$ cat config.mk
export PLATFORM = sky130hd
export DESIGN_NAME = pinpulse_pwr_ctrl
export DESIGN_NICKNAME = d
export VERILOG_FILES = /design/src/rtl/pwrpin_pkg.sv /design/src/rtl/pwrpin_sync.sv /design/src/rtl/pwrpin_low_timer.sv /design/src/rtl/pwrpin_fsm.sv /design/src/rtl/pinpulse_pwr_ctrl.sv
export SDC_FILE = /design/constraint.sdc
export NUM_CORES = 1
export LEC_CHECK = 0
export BUFFER_PORTS_ARGS = -buffer_cell sky130_fd_sc_hd__clkbuf_2
export CAP_MARGIN = 40
export CORE_ASPECT_RATIO = 1.4
export CORE_MARGIN = 2
export CORE_UTILIZATION = 40
export DETAILED_ROUTE_END_ITERATION = 8
export PLACE_DENSITY = 0.73
export SETUP_SLACK_MARGIN = 0.3
export SLEW_MARGIN = 20
export SYNTH_ARGS = -nofsm -noshare
export SYNTH_HDL_FRONTEND = slang
export SYNTH_SLANG_ARGS = --single-unit
$ cat constraint.sdc
create_clock -name clk -period 2.6 [get_ports clk]
set_clock_uncertainty 0.15 [all_clocks]
set_input_delay 0.26 -clock clk [delete_from_list [all_inputs] [get_ports clk]]
set_output_delay 0.26 -clock clk [all_outputs]
set_load 0.02 [all_outputs]
$ cat src/rtl/pwrpin_pkg.sv
package pwrpin_pkg;
  typedef enum logic [1:0] {
    ST_OFF   = 2'd0,
    ST_PUP   = 2'd1,
    ST_READY = 2'd2,
    ST_MEAS  = 2'd3
  } pwr_state_t;

  // nanoseconds to clock cycles, rounded up
  function automatic int ns_to_cyc(input int ns, input int clk_mhz);
    return (ns * clk_mhz + 999) / 1000;
  endfunction
endpackage

$ cat src/rtl/pwrpin_sync.sv
module pwrpin_sync #(
  parameter int STAGES = 2
) (
  input  logic clk,
  input  logic rst,
  input  logic din,
  output logic dout
);
  logic [STAGES-1:0] sh_q;

  generate
    for (genvar g = 0; g < STAGES; g++) begin : g_stage
      if (g == 0) begin : g_first
        always_ff @(posedge clk) begin
          if (rst) sh_q[0] <= 1'b1;
          else     sh_q[0] <= din;
        end
      end else begin : g_next
        always_ff @(posedge clk) begin
          if (rst) sh_q[g] <= 1'b1;
          else     sh_q[g] <= sh_q[g-1];
        end
      end
    end
  endgenerate

  assign dout = sh_q[STAGES-1];
endmodule

$ cat src/rtl/pwrpin_low_timer.sv
module pwrpin_low_timer #(
  parameter int MIN_CYC = 2,
  parameter int PD_CYC  = 10
) (
  input  logic clk,
  input  logic rst,
  input  logic pin_s,
  output logic short_evt,
  output logic glitch_evt,
  output logic long_evt
);
  localparam int CNT_W = $clog2(PD_CYC + 2);
  localparam logic [CNT_W-1:0] MIN_C = CNT_W'(MIN_CYC);
  localparam logic [CNT_W-1:0] PD_C  = CNT_W'(PD_CYC);

  logic [CNT_W-1:0] cnt_q;

  always_ff @(posedge clk) begin
    if (rst) begin
      cnt_q      <= '0;
      short_evt  <= 1'b0;
      glitch_evt <= 1'b0;
      long_evt   <= 1'b0;
    end else begin
      short_evt  <= 1'b0;
      glitch_evt <= 1'b0;
      long_evt   <= 1'b0;
      if (!pin_s) begin
        if (cnt_q <= PD_C) cnt_q <= cnt_q + 1'b1;
        long_evt <= (cnt_q == PD_C);
      end else begin
        cnt_q <= '0;
        if (cnt_q != '0) begin
          short_evt  <= (cnt_q >= MIN_C) && (cnt_q <= PD_C);
          glitch_evt <= (cnt_q < MIN_C);
        end
      end
    end
  end


  evt_onehot_chk: assert property (@(posedge clk) disable iff (rst)
    $onehot0({short_evt, glitch_evt, long_evt}));


  long_once_chk: assert property (@(posedge clk) disable iff (rst)
    long_evt |=> !long_evt);
endmodule

$ cat src/rtl/pwrpin_fsm.sv
module pwrpin_fsm
  import pwrpin_pkg::*;
#(
  parameter int CREG_W  = 16,
  parameter int AVG_BIT = 3,
  parameter int PUP_CYC = 10000
) (
  input  logic              clk,
  input  logic              rst,
  input  logic              pin_s,
  input  logic              short_evt,
  input  logic              glitch_evt,
  input  logic              long_evt,
  input  logic              wr_en,
  input  logic [CREG_W-1:0] wr_data,
  output logic [CREG_W-1:0] ctrl_q,
  output logic              reg_clr,
  output logic              avg_rst,
  output logic              powered_down,
  output logic              ready,
  output logic              wr_rej
);
  localparam int PUP_W = $clog2(PUP_CYC + 1);
  localparam logic [PUP_W-1:0] PUP_LAST = PUP_W'(PUP_CYC - 1);

  pwr_state_t       state_q, nxt;
  logic [PUP_W-1:0] pup_q;
  logic             ret_ready_q;

  always_comb begin
    nxt = state_q;
    unique case (state_q)
      ST_OFF:   if (pin_s) nxt = ST_PUP;
      ST_PUP:   if (!pin_s) nxt = ST_MEAS;
                else if (pup_q == PUP_LAST) nxt = ST_READY;
      ST_READY: if (!pin_s) nxt = ST_MEAS;
      ST_MEAS:  if (long_evt) nxt = ST_OFF;
                else if (short_evt || glitch_evt)
                  nxt = ret_ready_q ? ST_READY : ST_PUP;
      default:  nxt = ST_PUP;
    endcase
  end

  always_ff @(posedge clk) begin
    if (rst) begin
      state_q      <= ST_PUP;
      pup_q        <= '0;
      ret_ready_q  <= 1'b0;
      ctrl_q       <= '0;
      reg_clr      <= 1'b0;
      avg_rst      <= 1'b0;
      powered_down <= 1'b0;
      ready        <= 1'b0;
      wr_rej       <= 1'b0;
    end else begin
      state_q      <= nxt;
      ready        <= (nxt == ST_READY);
      powered_down <= (nxt == ST_OFF);
      reg_clr      <= 1'b0;
      avg_rst      <= 1'b0;
      wr_rej       <= 1'b0;
      if (state_q == ST_PUP && nxt == ST_PUP) pup_q <= pup_q + 1'b1;
      if (state_q != ST_MEAS && nxt == ST_MEAS) ret_ready_q <= (state_q == ST_READY);
      if (state_q == ST_MEAS && long_evt) begin
        ctrl_q      <= '0;
        reg_clr     <= 1'b1;
        avg_rst     <= ctrl_q[AVG_BIT];
        pup_q       <= '0;
        ret_ready_q <= 1'b0;
      end else if (state_q == ST_MEAS && short_evt) begin
        ctrl_q  <= '0;
        reg_clr <= 1'b1;
        if (!ret_ready_q) pup_q <= '0;
      end
      if (wr_en) begin
        if (state_q == ST_READY && nxt == ST_READY) ctrl_q <= wr_data;
        else                                         wr_rej <= 1'b1;
      end
    end
  end


  pd_clears_chk: assert property (@(posedge clk) disable iff (rst)
    $rose(powered_down) |-> (ctrl_q == '0) && !ready);


  rej_needs_wr_chk: assert property (@(posedge clk) disable iff (rst)
    wr_rej |-> $past(wr_en));


  ctrl_write_gate_chk: assert property (@(posedge clk) disable iff (rst)
    (ctrl_q != $past(ctrl_q)) |-> ($past(ready) && $past(wr_en)) || (ctrl_q == '0));


  avg_with_pd_chk: assert property (@(posedge clk) disable iff (rst)
    avg_rst |-> powered_down && reg_clr);


  clr_zero_chk: assert property (@(posedge clk) disable iff (rst)
    reg_clr |-> (ctrl_q == '0));


  ready_excl_chk: assert property (@(posedge clk) disable iff (rst)
    ready |-> !powered_down);
endmodule

$ cat src/rtl/pinpulse_pwr_ctrl.sv
module pinpulse_pwr_ctrl
  import pwrpin_pkg::*;
#(
  parameter int CREG_W     = 16,
  parameter int AVG_BIT    = 3,
  parameter int CLK_MHZ    = 100,
  parameter int MIN_RST_NS = 20,
  parameter int PD_NS      = 100,
  parameter int PUP_INT_US = 100,
  parameter int PUP_EXT_US = 50,
  parameter bit EXT_REF    = 1'b0,
  parameter int SYNC_STG   = 2
) (
  input  logic              clk,
  input  logic              rst,
  input  logic              pd_pin_n,
  input  logic              wr_en,
  input  logic [CREG_W-1:0] wr_data,
  output logic [CREG_W-1:0] ctrl_reg,
  output logic              reg_clr,
  output logic              avg_rst,
  output logic              powered_down,
  output logic              ready,
  output logic              wr_rej
);
  localparam int MIN_CYC = ns_to_cyc(MIN_RST_NS, CLK_MHZ);
  localparam int PD_CYC  = (PD_NS * CLK_MHZ) / 1000;
  localparam int PUP_CYC = (EXT_REF ? PUP_EXT_US : PUP_INT_US) * CLK_MHZ;

  logic pin_s, short_evt, glitch_evt, long_evt;

  pwrpin_sync #(.STAGES(SYNC_STG)) u_sync (
    .clk(clk), .rst(rst), .din(pd_pin_n), .dout(pin_s)
  );

  pwrpin_low_timer #(.MIN_CYC(MIN_CYC), .PD_CYC(PD_CYC)) u_timer (
    .clk(clk), .rst(rst), .pin_s(pin_s),
    .short_evt(short_evt), .glitch_evt(glitch_evt), .long_evt(long_evt)
  );

  pwrpin_fsm #(.CREG_W(CREG_W), .AVG_BIT(AVG_BIT), .PUP_CYC(PUP_CYC)) u_fsm (
    .clk(clk), .rst(rst), .pin_s(pin_s),
    .short_evt(short_evt), .glitch_evt(glitch_evt), .long_evt(long_evt),
    .wr_en(wr_en), .wr_data(wr_data), .ctrl_q(ctrl_reg),
    .reg_clr(reg_clr), .avg_rst(avg_rst), .powered_down(powered_down),
    .ready(ready), .wr_rej(wr_rej)
  );
endmodule

==> flow_summary.toml <==
[sta]
drv_slew = 0
tightest_slew_ns = 0.600
finalHoldViolations = 0
period_minus_slack_ns = 1.97
rsz0062_at_grt = "false"
fin_crit_sh_pct = 75.9
slew_headroom_pct = 59.9
fin_tns_setup_ns = 0
setup_viol = 0
max_freq_mhz = 507

[final_layout]
drive_gt1_share_pct = 21.3
antenna_cells = 0
layout_common_cells = "dfxtp_1, clkbuf_2, nand2_1, nand3_1, a21oi_1"
final_cells = 343
finalInstanceArea_um2 = 2440
postLayoutCoreUtil_pct = 48.0
layout_commonest_cell = "dfxtp_1"
syn_to_final_growth_pct = 18.0
fin_nets = 300

[route]
via_per_inst = 5.45
wire_per_inst_um = 12.6
drcViolationCount = 0
drt-initial-drc-count = 87
wl_um = 4320
ant_nets = 0
drt_pre_antenna_iters = 4
vias = 1871

[placement]
port_buffers = 40
dp_hpwl_um = 3100
gp_congestion = 0.814
dpl_cell_area_um2 = 2310
placedCellCount = 334

[critical_path]
crit_path_start_kind = "flip-flop"
startpoint = "u_fsm.state_q[1]"
crit_arrival_ns = 2.01
required_ns = 2.64
max_stage_delay_ns = 0.55
cp_max_fo = 16
r2r_start = "u_fsm.state_q[1]"
endpoint_kind = "flip-flop"
crit_chain = "nor2b_1, nand3_1, nand3_1, a21oi_1"
crit_slowest_cell = "dfxtp_1"
cp_common_cell = "nand3_1"
critPathKind = "reg -> reg"

[floorplanning]
dieArea_um2 = 5770
start_util_pct = 40.7
rows = 31
ios = 41
dieHeight_um = 89.1
core_area_um2 = 5080
die_w_um = 64.8

[clock_tree]
numCtsBuffers = 5
clock-sinks = 47
cts_resized = 0
cts_root_buf = "clkbuf_8"
worstSkewPairLatency_ns = 0.30
cts_max_path_buffers = 2
cts.clk_slew.worst_paths_ns = 0.09
htree_levels = 2
cts_tree = "done"

[synthesis]
synth_enable_flop_cells = 0
syn_area_um2 = 2070
ys_ff_latch = 47
synthArstFlopShare_pct = 0
synthFlopType = "dfxtp_1"
syn_nets = 265
yosysWarnings = 0
synth_seq_area_share_pct = 45.5
avgSynthCellArea_um2 = 8.59
ys_types = 46
netlist_instances = 241

[worst_hold_path]
hp-class = "in -> reg"
hold_start = "wr_data[13]"

[global_route]
grt_use_met1_pct = 18.9
grt_pass1_wl_um = 7380
track_usage_pct = 16.2
met3_usage_pct = 4.03
gr-total-overflow = 0
grt_pass1_vias = 1694
grtUsageMet2_pct = 28.7
antenna_found_initial = 0
grt_max_degree = 29
busiest_layer = "met2"

[power_and_ir_drop]
power_mw = 1.38
leakagePower_nw = 0.956
vdd_drop_max_mv = 0.469
powerDensity_nw_per_um2 = 566

[status]
status = "complete, no violations"

[run]
drv_cap = 0
==> final timing paths <==
check,slack (ns),cells past startpoint,endpoint
max,0.63,4,u_fsm.ctrl_q[3]
min,0.02,3,u_fsm.ctrl_q[13]
max reg2reg,0.63,4,u_fsm.ctrl_q[3]
min reg2reg,0.27,1,u_sync.dout
==> worst max-delay path: cells and delay by family (launching register included) <==
family	cells	cell delay, ns
AOI/OAI and AO/OA	1	0.08
DFF	1	0.55
and+or+nand+nor	3	1.08
==> Yosys cell counts, types with 2 or more instances <==
library cell | count | area, um^2
nand3_1 | 27 | 135
mux2i_1 | 4 | 40.0
nor2_1 | 14 | 52.6
dfxtp_1 | 47 | 941
xor2_1 | 3 | 26.3
nand2_1 | 28 | 105
inv_1 | 4 | 15.0
a211oi_1 | 2 | 15.0
buf_1 | 2 | 7.51
o21a_1 | 2 | 15.0
nor4_1 | 5 | 31.3
and3_1 | 2 | 12.5
xnor2_1 | 4 | 35.0
a31oi_1 | 2 | 12.5
nand3b_1 | 7 | 52.6
a21oi_1 | 21 | 105
nor2b_1 | 3 | 18.8
clkbuf_1 | 14 | 52.6
and2_1 | 3 | 18.8
or2_2 | 2 | 12.5
nor3_1 | 4 | 20.0
o211ai_1 | 3 | 22.5
nand4_1 | 8 | 50.1
o21ai_0 | 3 | 15.0
o31ai_1 | 2 | 15.0
a22oi_1 | 2 | 15.0
ha_1 | 4 | 50.1
==> metal layers <==
layer  share of wire, %  wire length (um)
met1                 42              1830
met4                1.5                64
met5                  0                 0
met2                 52              2240
met3                4.4               190
==> stage by stage <==
step / hold slack (ns) / worst slack, ns
6_report: 0.0170 / 0.626
2_1_floorplan: 0.214 / 0.737
4_1_cts: 0.00787 / 0.625
3_5_place_dp: 0.247 / 0.639
5_1_grt: 0.0109 / 0.419
3_3_place_gp: 0.242 / 0.665
==> repair_timing <==
| action | in CTS | in global routing |
|---|---|---|
| buffers inserted | 0 | 0 |
| hold buffers | 1 | 0 |
| hold endpoints to repair | 1 | 0 |
==> registers in the layout, indices dropped and copies added (netlist names) <==
| name | cells |
|---|---|
| u_fsm.pup_q | 14 |
| u_sync.sh_q | 1 |
| u_fsm.reg_clr | 1 |
| u_fsm.wr_rej | 1 |
| u_fsm.avg_rst | 1 |
| u_timer.cnt_q | 4 |
| u_timer.short_evt | 1 |
| u_fsm.state_q | 2 |
| u_fsm.ret_ready_q | 1 |
| u_timer.long_evt | 1 |
| u_fsm.ready | 1 |
| u_timer.glitch_evt | 1 |
| u_fsm.ctrl_q | 16 |
| u_fsm.powered_down | 1 |
| u_sync.dout | 1 |
==> area by class of cell <==
cell class	instances	area, um^2
repair buffers	44	233
clock inverters	3	47.5
inverters	4	15.0
multi-input cells	174	1050
fillers	528	2640
clock buffers	5	68.8
well taps	66	82.6
flip-flops and latches	47	941
==> where the power goes <==
group / switching [mW] / total (mW) / internal [mW] / leakage, nW
Clock: 0.257 / 0.548 / 0.291 / 0.0587
Combinational: 0.0439 / 0.0825 / 0.0386 / 0.518
Sequential: 0.0178 / 0.750 / 0.732 / 0.380
==> cells by family after synthesis <==
kind of cell | Yosys count | synth area share (%)
AND/OR/NAND/NOR | 113 | 29.1
multiplexers | 4 | 1.93
adder cells (fa/ha/maj) | 4 | 2.42
flip-flops | 47 | 45.5
buffers and inverters | 20 | 3.63
AO/OA/AOI/OAI | 46 | 14.4
XOR/XNOR | 7 | 2.96
Power figures use the tool's default switching activity.
